[src/rtl/dac_cmd_regs.sv]
module dac_cmd_regs #(
  parameter int DW = 12
) (
  input  logic            clk,
  input  logic            rst_n,
  input  logic            cmd_valid,
  input  logic [DW+3:0]   cmd_word,
  output logic [DW-1:0]   dac_code,
  output logic            buf_en,
  output logic            term_open,
  output logic            term_1k,
  output logic            term_100k,
  output logic [DW+3:0]   rd_word,
  output logic            rd_strobe
);
  localparam int CW = DW + 4;

  logic [3:0]    op;
  logic [DW-1:0] pay;
  logic [DW-1:0] stage_q;
  logic [DW-1:0] dac_q;
  logic [1:0]    mode_q;

  assign op  = cmd_word[CW-1:CW-4];
  assign pay = cmd_word[DW-1:0];

  always_ff @(posedge clk) begin
    if (!rst_n) begin
      stage_q   <= '0;
      dac_q     <= '0;
      mode_q    <= 2'b11;
      rd_strobe <= 1'b0;
    end else begin
      rd_strobe <= cmd_valid && (op[3:2] == 2'b10);
      if (cmd_valid) begin
        case (op)
          4'b1100: begin stage_q <= pay; dac_q <= pay; end
          4'b1101: stage_q <= pay;
          4'b1110: begin stage_q <= pay; dac_q <= stage_q; end
          4'b1111: dac_q <= stage_q;
          4'b0100, 4'b0101, 4'b0110, 4'b0111: mode_q <= pay[DW-1:DW-2];
          default: ;
        endcase
      end
    end
  end

  assign dac_code  = dac_q;
  assign buf_en    = (mode_q == 2'b00);
  assign term_open = (mode_q == 2'b01);
  assign term_1k   = (mode_q == 2'b10);
  assign term_100k = (mode_q == 2'b11);
  assign rd_word   = {2'b00, mode_q, dac_q};
endmodule


[config.mk]
export PLATFORM = sky130hd
export DESIGN_NAME = dac_cmd_regs
export DESIGN_NICKNAME = d
export VERILOG_FILES = /design/src/rtl/dac_cmd_regs.sv
export SDC_FILE = /design/constraint.sdc
export NUM_CORES = 1
export LEC_CHECK = 0
export CAP_MARGIN = 10
export CORE_MARGIN = 2
export CORE_UTILIZATION = 47
export DETAILED_ROUTE_END_ITERATION = 16
export PLACE_DENSITY = 0.89
export SETUP_SLACK_MARGIN = 0.5
export SYNTH_ARGS = -nofsm -noshare
export SYNTH_HDL_FRONTEND = slang
export SYNTH_SLANG_ARGS = --single-unit
export TNS_END_PERCENT = 50
[constraint.sdc]
create_clock -name clk -period 2.05 [get_ports clk]
set_input_delay 0.205 -clock clk [delete_from_list [all_inputs] [get_ports clk]]
set_output_delay 0.205 -clock clk [all_outputs]
set_load 0.01 [all_outputs]
## Word-level counts from Yosys, hierarchy flattened

Index checks and enable logic that the tools add are counted.

- Add/subtract/negate cells: 0
- Multiply operators: 0
- Divide/modulo/power cells: 0
- $lt $le $gt $ge: 0
- Eq/ne operators: 12
- Shifts and indexed selects: 0
- Muxes and demuxes: 1
- Bitwise gates (word level): 0
- Reduce and logical (&&, ||, !) cells: 9

Operator list:

| cell | number |
|---|---|
| one-hot mux 12 bit (2 select lines) | 1 |
| equality test 4 x 3 -> 1 bit, second input constant | 4 |
| equality test 4 bit, second input constant | 4 |
| equality test 2 bit, second input constant | 3 |
| AND reduction 2 bit | 3 |
| OR reduction 4 bit | 1 |
| OR reduction 3 bit | 1 |
| equality test 2 x 1 -> 1 bit, second input constant | 1 |
| logical NOT 2 bit | 1 |
| nonzero test 2 bit | 1 |
| OR reduction 2 bit | 1 |
| logical AND 1 bit | 1 |

- Register bits: 27
- Bits in latches: 0
- Bits in writable memories: 0
- Memory bits (read-only): 0
- Logic and storage cells: 26
- Memories: 0

## Logic depth before layout (Yosys ltp)

Gate-level depths: netlist of the first run.

- Depth after elaboration: 4
- Gate-level depth with buffers: 5

## Worst setup path after synthesis of the first run

OpenSTA, ideal clock, no wires.

- Path kind: input -> register
- Start: input cmd_word[13]
- End: register dac_q[10], in the netlist dac_code[10]
- Library setup time: 0.116 ns
- Arrival: 0.897 ns
- Data required time: 1.934 ns
- Setup slack: 1.037 ns
- Stages: 4
- Buffers on the path: 2
- Path through: buf_2 -> clkbuf_1 -> o211ai_1 -> o211a_1

- Longest elaborated chain between the ends: 4
- Elaborated cells on any way between the ends: 7

Ends and longest elaborated chain:

| item | line | text |
|---|---|---|
| start, declared | 7 | `input logic [DW+3:0] cmd_word,` |
| equality test 4 bit | 36 | `case (op)` |
| OR reduction 2 bit (no line) | n/a |  |
| nonzero test 2 bit (no line) | n/a |  |
| AND reduction 2 bit (no line) | n/a |  |
| end signal, assigned | 37 | `4'b1100: begin stage_q <= pay; dac_q <= pay; end` |
| end signal, assigned | 39 | `4'b1110: begin stage_q <= pay; dac_q <= stage_q; end` |
| end signal, assigned | 40 | `4'b1111: dac_q <= stage_q;` |
| end, declared | 21 | `logic [DW-1:0] dac_q;` |

Parallel ways exist; a longest one is shown, timed or not.
A chain may end at the register's enable or synchronous reset.

## Worst setup path after layout of the first run

- Start: register mode_q[1]
- End: output buf_en

- Longest elaborated chain between the ends: 1

Ends and longest elaborated chain:

| item | line | text |
|---|---|---|
| start, declared | 22 | `logic [1:0] mode_q;` |
| start signal, assigned | 41 | `4'b0100, 4'b0101, 4'b0110, 4'b0111: mode_q <= pay[DW-1:DW-2];` |
| logical NOT 2 bit | 49 | `assign buf_en = (mode_q == 2'b00);` |
| end, declared | 9 | `output logic buf_en,` |

No other way between the ends.

==> flow_metrics.env, run 1 <==
export IMPL_grtUsageTotal_pct=20.4
export IMPL_synth_xor_area_share_pct=0
export IMPL_slowest_delay_ns=0.54
export IMPL_async_flop_share_pct=0
export IMPL_insertion_delay_ns=0.32
export IMPL_min_period_over_period_pct=73.8
export IMPL_fill_cells=212
export IMPL_finalHoldViolations=0
export IMPL_antenna_found_initial=0
export IMPL_synth_edf_count=0
export IMPL_tightestPinTransition_ns=0.560
export IMPL_final_nets=206
export IMPL_worstSetupPathType="reg2out"
export IMPL_synth_compound_gate_area_share_pct=17.1
export IMPL_fin_util_pct=65.2
export IMPL_finalSetupTns_ns=0
export IMPL_num_vias=1256
export IMPL_cts_buffers=3
export IMPL_start_util_pct=49.9
export IMPL_worstPathCellList="nor2_1, clkdlybuf4s50_1"
export IMPL_synthMuxAreaShare_pct=10.2
export IMPL_stdcell_count=217
export IMPL_ios=52
export IMPL_root_buffer="clkbuf_4"
export IMPL_synth_area_per_cell_sq_um=8.94
export IMPL_h_tree_depth=1
export IMPL_finalWirelength_um=3260
export IMPL_crit_arrival_ns=1.31
export IMPL_ys_warn_count=0
export IMPL_drv_cap=0
export IMPL_dr_pass1_iters=4
export IMPL_grt_pass1_vias=1251
export IMPL_ff_latch_area_sq_um=546
export IMPL_die_x_um=58.1
export IMPL_crit_fanout=6
export IMPL_drtIter0Drc=38
export IMPL_ctsResizeCount=4
export IMPL_postLayoutCellArea_sq_mm=0.00180
export IMPL_synth_cell_type_count=22
export IMPL_total_power_mw=0.982
export IMPL_syn_area_sq_mm=0.00138
export IMPL_r2r_cells=3
export IMPL_cts_sinks=27
export IMPL_slew_headroom_pct=62.6
export IMPL_final_common_cell="clkdlybuf4s50_1"
export IMPL_cp_start_kind="flip-flop"
export IMPL_final_cell_mix="clkdlybuf4s50_1 (46), nand2_1 (26), dfxtp_1 (25)"
export IMPL_gr_total_overflow=0
export IMPL_outcome="finished, final reports clean"
export IMPL_fin_hold_ws_ns=0.449
export IMPL_required_ns=1.85
export IMPL_grt_max_degree=40
export IMPL_synth_top_family_by_area="simple AND/OR/NAND/NOR gates"
export IMPL_pre_cts_ws_ns=0.303
export IMPL_wire_per_inst_um=15.0
export IMPL_core_area_sq_mm=0.00276
export IMPL_drc=0
export IMPL_dp_cells=213
export IMPL_p_leak_nw=0.790
export IMPL_viasPerCell=5.79
export IMPL_rsz0062_at_grt="yes"
export IMPL_postCtsSetupBuffers=0
export IMPL_multi_input_area_sq_um=657
export IMPL_critPathCaptureType="output pin"
export IMPL_synth_seq_cells=27
export IMPL_synth_ff_type="dfxtp_1"
export IMPL_die_area_sq_mm=0.00338
export IMPL_area_delta_synth_final_pct=30.7
export IMPL_port_buffers=49
export IMPL_die_h_um=58.1
export IMPL_seq_area_frac_synth_pct=39.3
export IMPL_drtAntennaViolNets=0
export IMPL_period_minus_slack_ns=1.51
export IMPL_power_density_mw_per_mm2=546
export IMPL_fin_ws_ns=0.537
export IMPL_peakVddDrop_mv=0.371
export IMPL_synth_simple_gate_area_share_pct=19.9
export IMPL_antenna_cells=0
export IMPL_crit_slowest_cell="clkdlybuf4s50_1"
export IMPL_max_freq_ghz=0.661
export IMPL_path_clk_slew_ns=0.14
export IMPL_slew_violations=0
export IMPL_cts_buffer_depth=2
export IMPL_setup_violations_final=0
export IMPL_cts_hold_buffers=0
export IMPL_place_area_sq_mm=0.00177
export IMPL_clock_skew_ns=0.0111
export IMPL_fp_row_count=19
export IMPL_grt_pass1_wl_um=5440
export IMPL_gp_congestion=0.830
export IMPL_dp_hpwl_um=2400
export IMPL_synth_cells=154
export IMPL_final_layout_size_suffix_gt1_share_pct=6.99
export IMPL_worstHoldPathCells=3
export IMPL_hold_path_class="in2reg"
export IMPL_yosys_area_share_adder_pct=0
export IMPL_tritoncts="done"
## path summary, 6_finish.rpt
kind | startpoint | end | slack [ns]
worst max register to register | stage_q[1] | dac_code[1] | 1.21
worst min register to register | stage_q[7] | stage_q[7] | 0.48
worst min-delay path | cmd_word[8] | stage_q[8] | 0.45
worst max-delay path | mode_q[1] | buf_en | 0.54
## cells by family (layout without fill, tap and decap cells)
logic type / count (synthesis) / in the layout
multiplexers: 14 / 14
other: 1 / 2
buffers and inverters: 28 / 59
AND/OR/NAND/NOR: 58 / 58
AO/OA/AOI/OAI: 26 / 26
flip-flops: 27 / 27
## cells in the mapped netlist (2+ instances only)
master | instances | area [sq um]
o211a_1 | 12 | 120
mux2i_1 | 14 | 140
o211ai_1 | 12 | 90.1
dfxtp_1 | 27 | 541
buf_4 | 17 | 128
clkbuf_1 | 3 | 11.3
buf_2 | 5 | 25.0
nand4_1 | 12 | 75.1
nor2_1 | 13 | 48.8
nor2b_1 | 2 | 12.5
nand2_1 | 26 | 97.6
## sequential cells by signal, summed over array words and instances (netlist names)
register,cells
stage_q,12
rd_strobe,1
mode_q,2
dac_code,12
## layout make-up
class	instances	area share [%]
tap	31	2.16
sequential	27	30.3
clock buffer	4	1.46
inverter	1	0.209
timing repair buffer	54	29.3
multi-input combinational	100	36.5
## power by group
group	internal (mW)	total, mW	switching (mW)
combinational	0.104	0.198	0.0940
clock	0.0761	0.226	0.150
sequential	0.544	0.558	0.0139
total	0.724	0.982	0.258
## layer usage
metal / vias up / GRT usage, % / routed length [um]
li1: 592 / - / -
met1: 612 / 24.1 / 1280
met2: 52 / 37.7 / 1770
met3: 0 / 2.46 / 206
met4: 0 / 6.98 / 0
met5: - / 0 / 0
## critical path: cells and delay by family (launching register included)
family	cells	cell delay (ns)
buf+inv	1	0.54
flops	1	0.36
simple gates	1	0.10
(Power assumes the default switching activity.)
==> run 2: changes to the inputs <==
Settings changed: CORE_UTILIZATION 47 to 43, PLACE_DENSITY 0.89 to 0.82.
Clock period 2.05 ns to 1.5 ns, I/O delays scaled along.
==> flow_metrics.env, run 2 (synthesis gave the netlist of run 1 again) <==
export IMPL_final_layout_size_suffix_gt1_share_pct=36.3
export IMPL_viasPerCell=5.26
export IMPL_port_buffers=49
export IMPL_gr_total_overflow=0
export IMPL_max_freq_ghz=0.813
export IMPL_r2r_end="dac_code[3]"
export IMPL_cts_buffer_depth=2
export IMPL_worstHoldPathCells=2
export IMPL_grt_max_degree=40
export IMPL_p_int_mw=0.998
export IMPL_grt_pass1_vias=1266
export IMPL_path_clk_slew_ns=0.15
export IMPL_ios=52
export IMPL_min_period_over_period_pct=82.0
export IMPL_die_x_um=60.6
export IMPL_swShare_pct=28.0
export IMPL_antenna_cells=0
export IMPL_rsz0062_at_grt="yes"
export IMPL_crit_arrival_ns=1.08
export IMPL_min_to="rd_strobe"
export IMPL_power_density_mw_per_mm2=731
export IMPL_finalHoldViolations=0
export IMPL_dr_pass1_iters=5
export IMPL_fin_util_pct=62.1
export IMPL_clockPowerShare_pct=24.0
export IMPL_final_common_cell="nand2_1"
export IMPL_wire_per_inst_um=14.7
export IMPL_core_area_sq_mm=0.00305
export IMPL_worstSetupPathType="reg2out"
export IMPL_cts_buffers=3
export IMPL_crit_fanout=4
export IMPL_combPwrFrac_pct=20.9
export IMPL_root_buffer="clkbuf_4"
export IMPL_h_tree_depth=1
export IMPL_period_minus_slack_ns=1.23
export IMPL_total_power_mw=1.39
export IMPL_num_vias=1288
export IMPL_outcome="finished, final reports clean"
export IMPL_r2r_cells=3
export IMPL_drtIter0Drc=57
export IMPL_final_cell_mix="nand2_1 (26), buf_2 (24), mux2i_1 (14)"
export IMPL_fp_row_count=20
export IMPL_hold_path_class="in2reg"
export IMPL_required_ns=1.35
export IMPL_setup_violations_final=0
export IMPL_tritoncts="done"
export IMPL_cp_start_kind="flip-flop"
export IMPL_area_delta_synth_final_pct=37.8
export IMPL_drc=0
export IMPL_insertion_delay_ns=0.33
export IMPL_start_util_pct=45.1
export IMPL_peakVddDrop_mv=0.408
export IMPL_rrSetupSlack_ns=0.68
export IMPL_final_nets=221
export IMPL_antenna_found_initial=0
export IMPL_slew_violations=0
export IMPL_drtAntennaViolNets=0
export IMPL_critPathCaptureType="output pin"
export IMPL_finalWirelength_um=3600
export IMPL_dp_hpwl_um=2540
export IMPL_finalSetupTns_ns=0
export IMPL_cts_sinks=27
export IMPL_die_area_sq_mm=0.00367
export IMPL_hp_start="cmd_valid"
export IMPL_p_leak_nw=0.980
export IMPL_p_seq_share_pct=55.1
export IMPL_r2r_start="stage_q[3]"
export IMPL_drv_cap=0
export IMPL_grtUsageTotal_pct=20.5
export IMPL_gp_congestion=0.800
export IMPL_grt_pass1_wl_um=5710
export IMPL_switchingPower_mw=0.389
export IMPL_clock_skew_ns=0.00464
export IMPL_die_h_um=60.6
run 2: cell count changes in the layout (fill, tap and decap cells not counted), sizes merged:
cell	before	now
buf	5	49
clkdlybuf4s50	46	13
clkinvlp	0	1
dlygate4sd2	2	1
dlymetal6s2s	1	5
run 2: timing repair:
item,4_1_cts,5_1_grt
cloned,0,0
endpoints found under the setup margin,57,57
gates resized for setup,131,23
setup buffers,5,0
pin swaps,1,1
hold buffers,0,0
run 2: worst max-delay path by stage:
stage                            start           end  slack [ns]  depth (start not counted)
after detailed placement  cmd_word[15]     mode_q[0]        0.03                          5
after global routing         mode_q[1]       term_1k        0.21                          3
final                        mode_q[0]     term_100k        0.27                          3
after CTS                    mode_q[1]       term_1k        0.28                          3
after global placement    cmd_word[15]     mode_q[1]        0.08                          5
after floorplan           cmd_word[13]  dac_code[10]        0.54                          4
run 2: through the flow:
stage | hold slack (ns) | instance area, sq um | std cells | setup slack [ns]
finish | 0.214 | 1900 | 245 | 0.270
global route | 0.208 | 1900 | 245 | 0.214
CTS | 0.387 | 1850 | 245 | 0.279
detailed placement | 0.450 | 1880 | 236 | 0.0252
global placement | 0.443 | 1880 | 236 | 0.0826
floorplan | 0.275 | 1380 | 155 | 0.542
run 2: power groups by stage:
stage	sequential, mW	combinational [mW]	clock [mW]
5_1_grt	0.768	0.312	0.377
6_report	0.764	0.290	0.332
4_1_cts	0.764	0.282	0.340
3_5_place_dp	0.779	0.298	0
2_1_floorplan	0.783	0.140	0
3_3_place_gp	0.776	0.289	0
run 2: critical path, stage by stage (launching register included):
cell,delay [ns]
dfxtp_2,0.37
buf_6,0.12
and2_4,0.15
buf_6,0.11
run 2: cell type report:
cell class	count	area (sq um)
clock buffer	3	22.5
clock inverter	1	7.51
fill	292	1160
inverter	1	3.75
multi-input combinational	100	667
sequential	27	561
tap	44	55.1
timing repair buffer	69	581
run 2: per-layer routing:
metal | part of all wire, % | vias to the layer above | global-route usage [%] | wire length [um]
li1 | - | 621 | - | -
met1 | 40 | 607 | 24.8 | 1440
met2 | 54 | 54 | 38.2 | 1950
met3 | 5.3 | 6 | 2.77 | 192
met4 | 0.64 | 0 | 4.66 | 23
met5 | 0 | - | 0 | 0
==> run 3: changes to the inputs <==
Settings changed: CORE_UTILIZATION 43 to 39, PLACE_DENSITY 0.82 to 0.79.
Clock period 1.5 ns to 1.1 ns, I/O delays scaled along.
==> flow_metrics.env, run 3 (synthesis gave the netlist of run 1 again) <==
export IMPL_outcome="finished, final reports clean"
export IMPL_cts_sinks=27
export IMPL_worstPathCellList="and2_4, buf_6"
export IMPL_cts_buffers=3
export IMPL_rsz0062_at_grt="yes"
export IMPL_die_area_sq_mm=0.00402
export IMPL_insertion_delay_ns=0.32
export IMPL_h_tree_depth=1
export IMPL_final_nets=232
export IMPL_dr_pass1_iters=4
export IMPL_final_common_cell="buf_6"
export IMPL_p_int_mw=1.43
export IMPL_critPathCaptureType="output pin"
export IMPL_slowest_delay_ns=0.38
export IMPL_p_seq_share_pct=53.7
export IMPL_slew_violations=0
export IMPL_fill_cells=290
export IMPL_cts_buffer_depth=2
export IMPL_ios=52
export IMPL_cp_start_kind="flip-flop"
export IMPL_final_cell_mix="buf_6 (42), dfxtp_2 (23), nand2_1 (19)"
export IMPL_finalWirelength_um=3800
export IMPL_dp_hpwl_um=2530
export IMPL_grt_pass1_wl_um=5690
export IMPL_crit_arrival_ns=0.97
export IMPL_root_buffer="clkbuf_4"
export IMPL_num_vias=1356
export IMPL_core_area_sq_mm=0.00336
export IMPL_drv_cap=0
export IMPL_tritoncts="done"
export IMPL_fp_row_count=21
export IMPL_clock_skew_ns=0.000922
export IMPL_use_met3_pct=3.75
export IMPL_required_ns=0.99
export IMPL_port_buffers=49
export IMPL_fin_util_pct=64.8
export IMPL_top_usage_layer="met2"
export IMPL_clockPowerShare_pct=21.9
export IMPL_die_h_um=63.4
export IMPL_viasPerCell=5.26
export IMPL_die_x_um=63.4
export IMPL_fin_hold_ws_ns=0.0854
export IMPL_min_period_over_period_pct=98.5
export IMPL_grtUsageTotal_pct=17.7
export IMPL_swShare_pct=26.8
export IMPL_final_layout_size_suffix_gt1_share_pct=51.4
export IMPL_path_clk_slew_ns=0.13
export IMPL_max_freq_ghz=0.923
export IMPL_cts_hold_buffers=0
export IMPL_antenna_found_initial=0
export IMPL_total_power_mw=1.95
export IMPL_crit_fanout=6
export IMPL_gr_total_overflow=0
export IMPL_dp_cells=241
export IMPL_switchingPower_mw=0.523
export IMPL_grt_pass1_vias=1257
export IMPL_combPwrFrac_pct=24.4
export IMPL_crit_slowest_cell="dfxtp_4"
export IMPL_setup_violations_final=0
export IMPL_area_delta_synth_final_pct=58.4
export IMPL_wire_per_inst_um=14.7
export IMPL_drtIter0Drc=54
export IMPL_antenna_cells=0
export IMPL_gp_congestion=0.706
export IMPL_worstSetupPathType="reg2out"
export IMPL_use_met1_pct=22.4
export IMPL_use_met2_pct=27.4
export IMPL_period_minus_slack_ns=1.08
export IMPL_drtAntennaViolNets=0
export IMPL_power_density_mw_per_mm2=894
export IMPL_grt_max_degree=40
export IMPL_drc=0
export IMPL_stdcell_count=258
export IMPL_p_leak_nw=1.03
export IMPL_finalHoldViolations=0
export IMPL_peakVddDrop_mv=0.457
export IMPL_start_util_pct=40.9
export IMPL_hold_path_class="in2reg"
==> run 3: cell type report <==
type	instances	area, sq um	share of cell area (%)
Multi-Input combinational cell	100	697	32.0
Clock buffer	4	26.3	1.21
Sequential cell	27	584	26.8
Tap cell	46	57.6	2.64
Inverter	1	3.75	0.172
Timing Repair Buffer	80	811	37.2
==> run 3: worst paths after layout <==
path | endpoint | cells after the start | slack (ns) | from
worst max-delay path | term_100k | 2 | 0.02 | mode_q[1]
worst min-delay path | mode_q[1] | 3 | 0.09 | cmd_word[11]
worst min register to register | stage_q[6] | 2 | 0.47 | stage_q[6]
worst max register to register | dac_code[6] | 3 | 0.24 | dac_code[6]
==> run 3: power groups by stage <==
stage / sequential [mW] / combinational, mW / clock (mW)
finish: 1.05 / 0.476 / 0.426
global route: 1.05 / 0.509 / 0.489
CTS: 1.05 / 0.425 / 0.425
detailed placement: 1.06 / 0.406 / 0
global placement: 1.06 / 0.397 / 0
floorplan: 1.07 / 0.198 / 0
==> run 3: per-layer routing <==
metal | vias up | wire (um)
li1 | 647 | -
met5 | - | 0
met4 | 0 | 161
met3 | 17 | 262
met1 | 626 | 1510
met2 | 66 | 1860
==> run 3: timing repair <==
item / CTS / global route
endpoints found under the setup margin: 58 / 58
gates resized for setup: 165 / 65
buffers inserted: 6 / 6
cloned: 0 / 1
pin swaps: 0 / 26
==> run 3: worst max-delay path: cells and delay by family (launching register included) <==
family | cells | cell delay (ns)
flip-flops | 1 | 0.38
AND/OR/NAND/NOR | 1 | 0.16
buffers and inverters | 1 | 0.11
==> run 3: metrics by stage <==
step	instance area, sq um	TNS, ns	setup slack (ns)
floorplan	1400	0	0.288
global placement	1900	-6.51	-0.281
detailed placement	1900	-7.57	-0.326
CTS	2000	0	0.0250
finish	2180	0	0.0163
global route	2180	-0.169	-0.0459
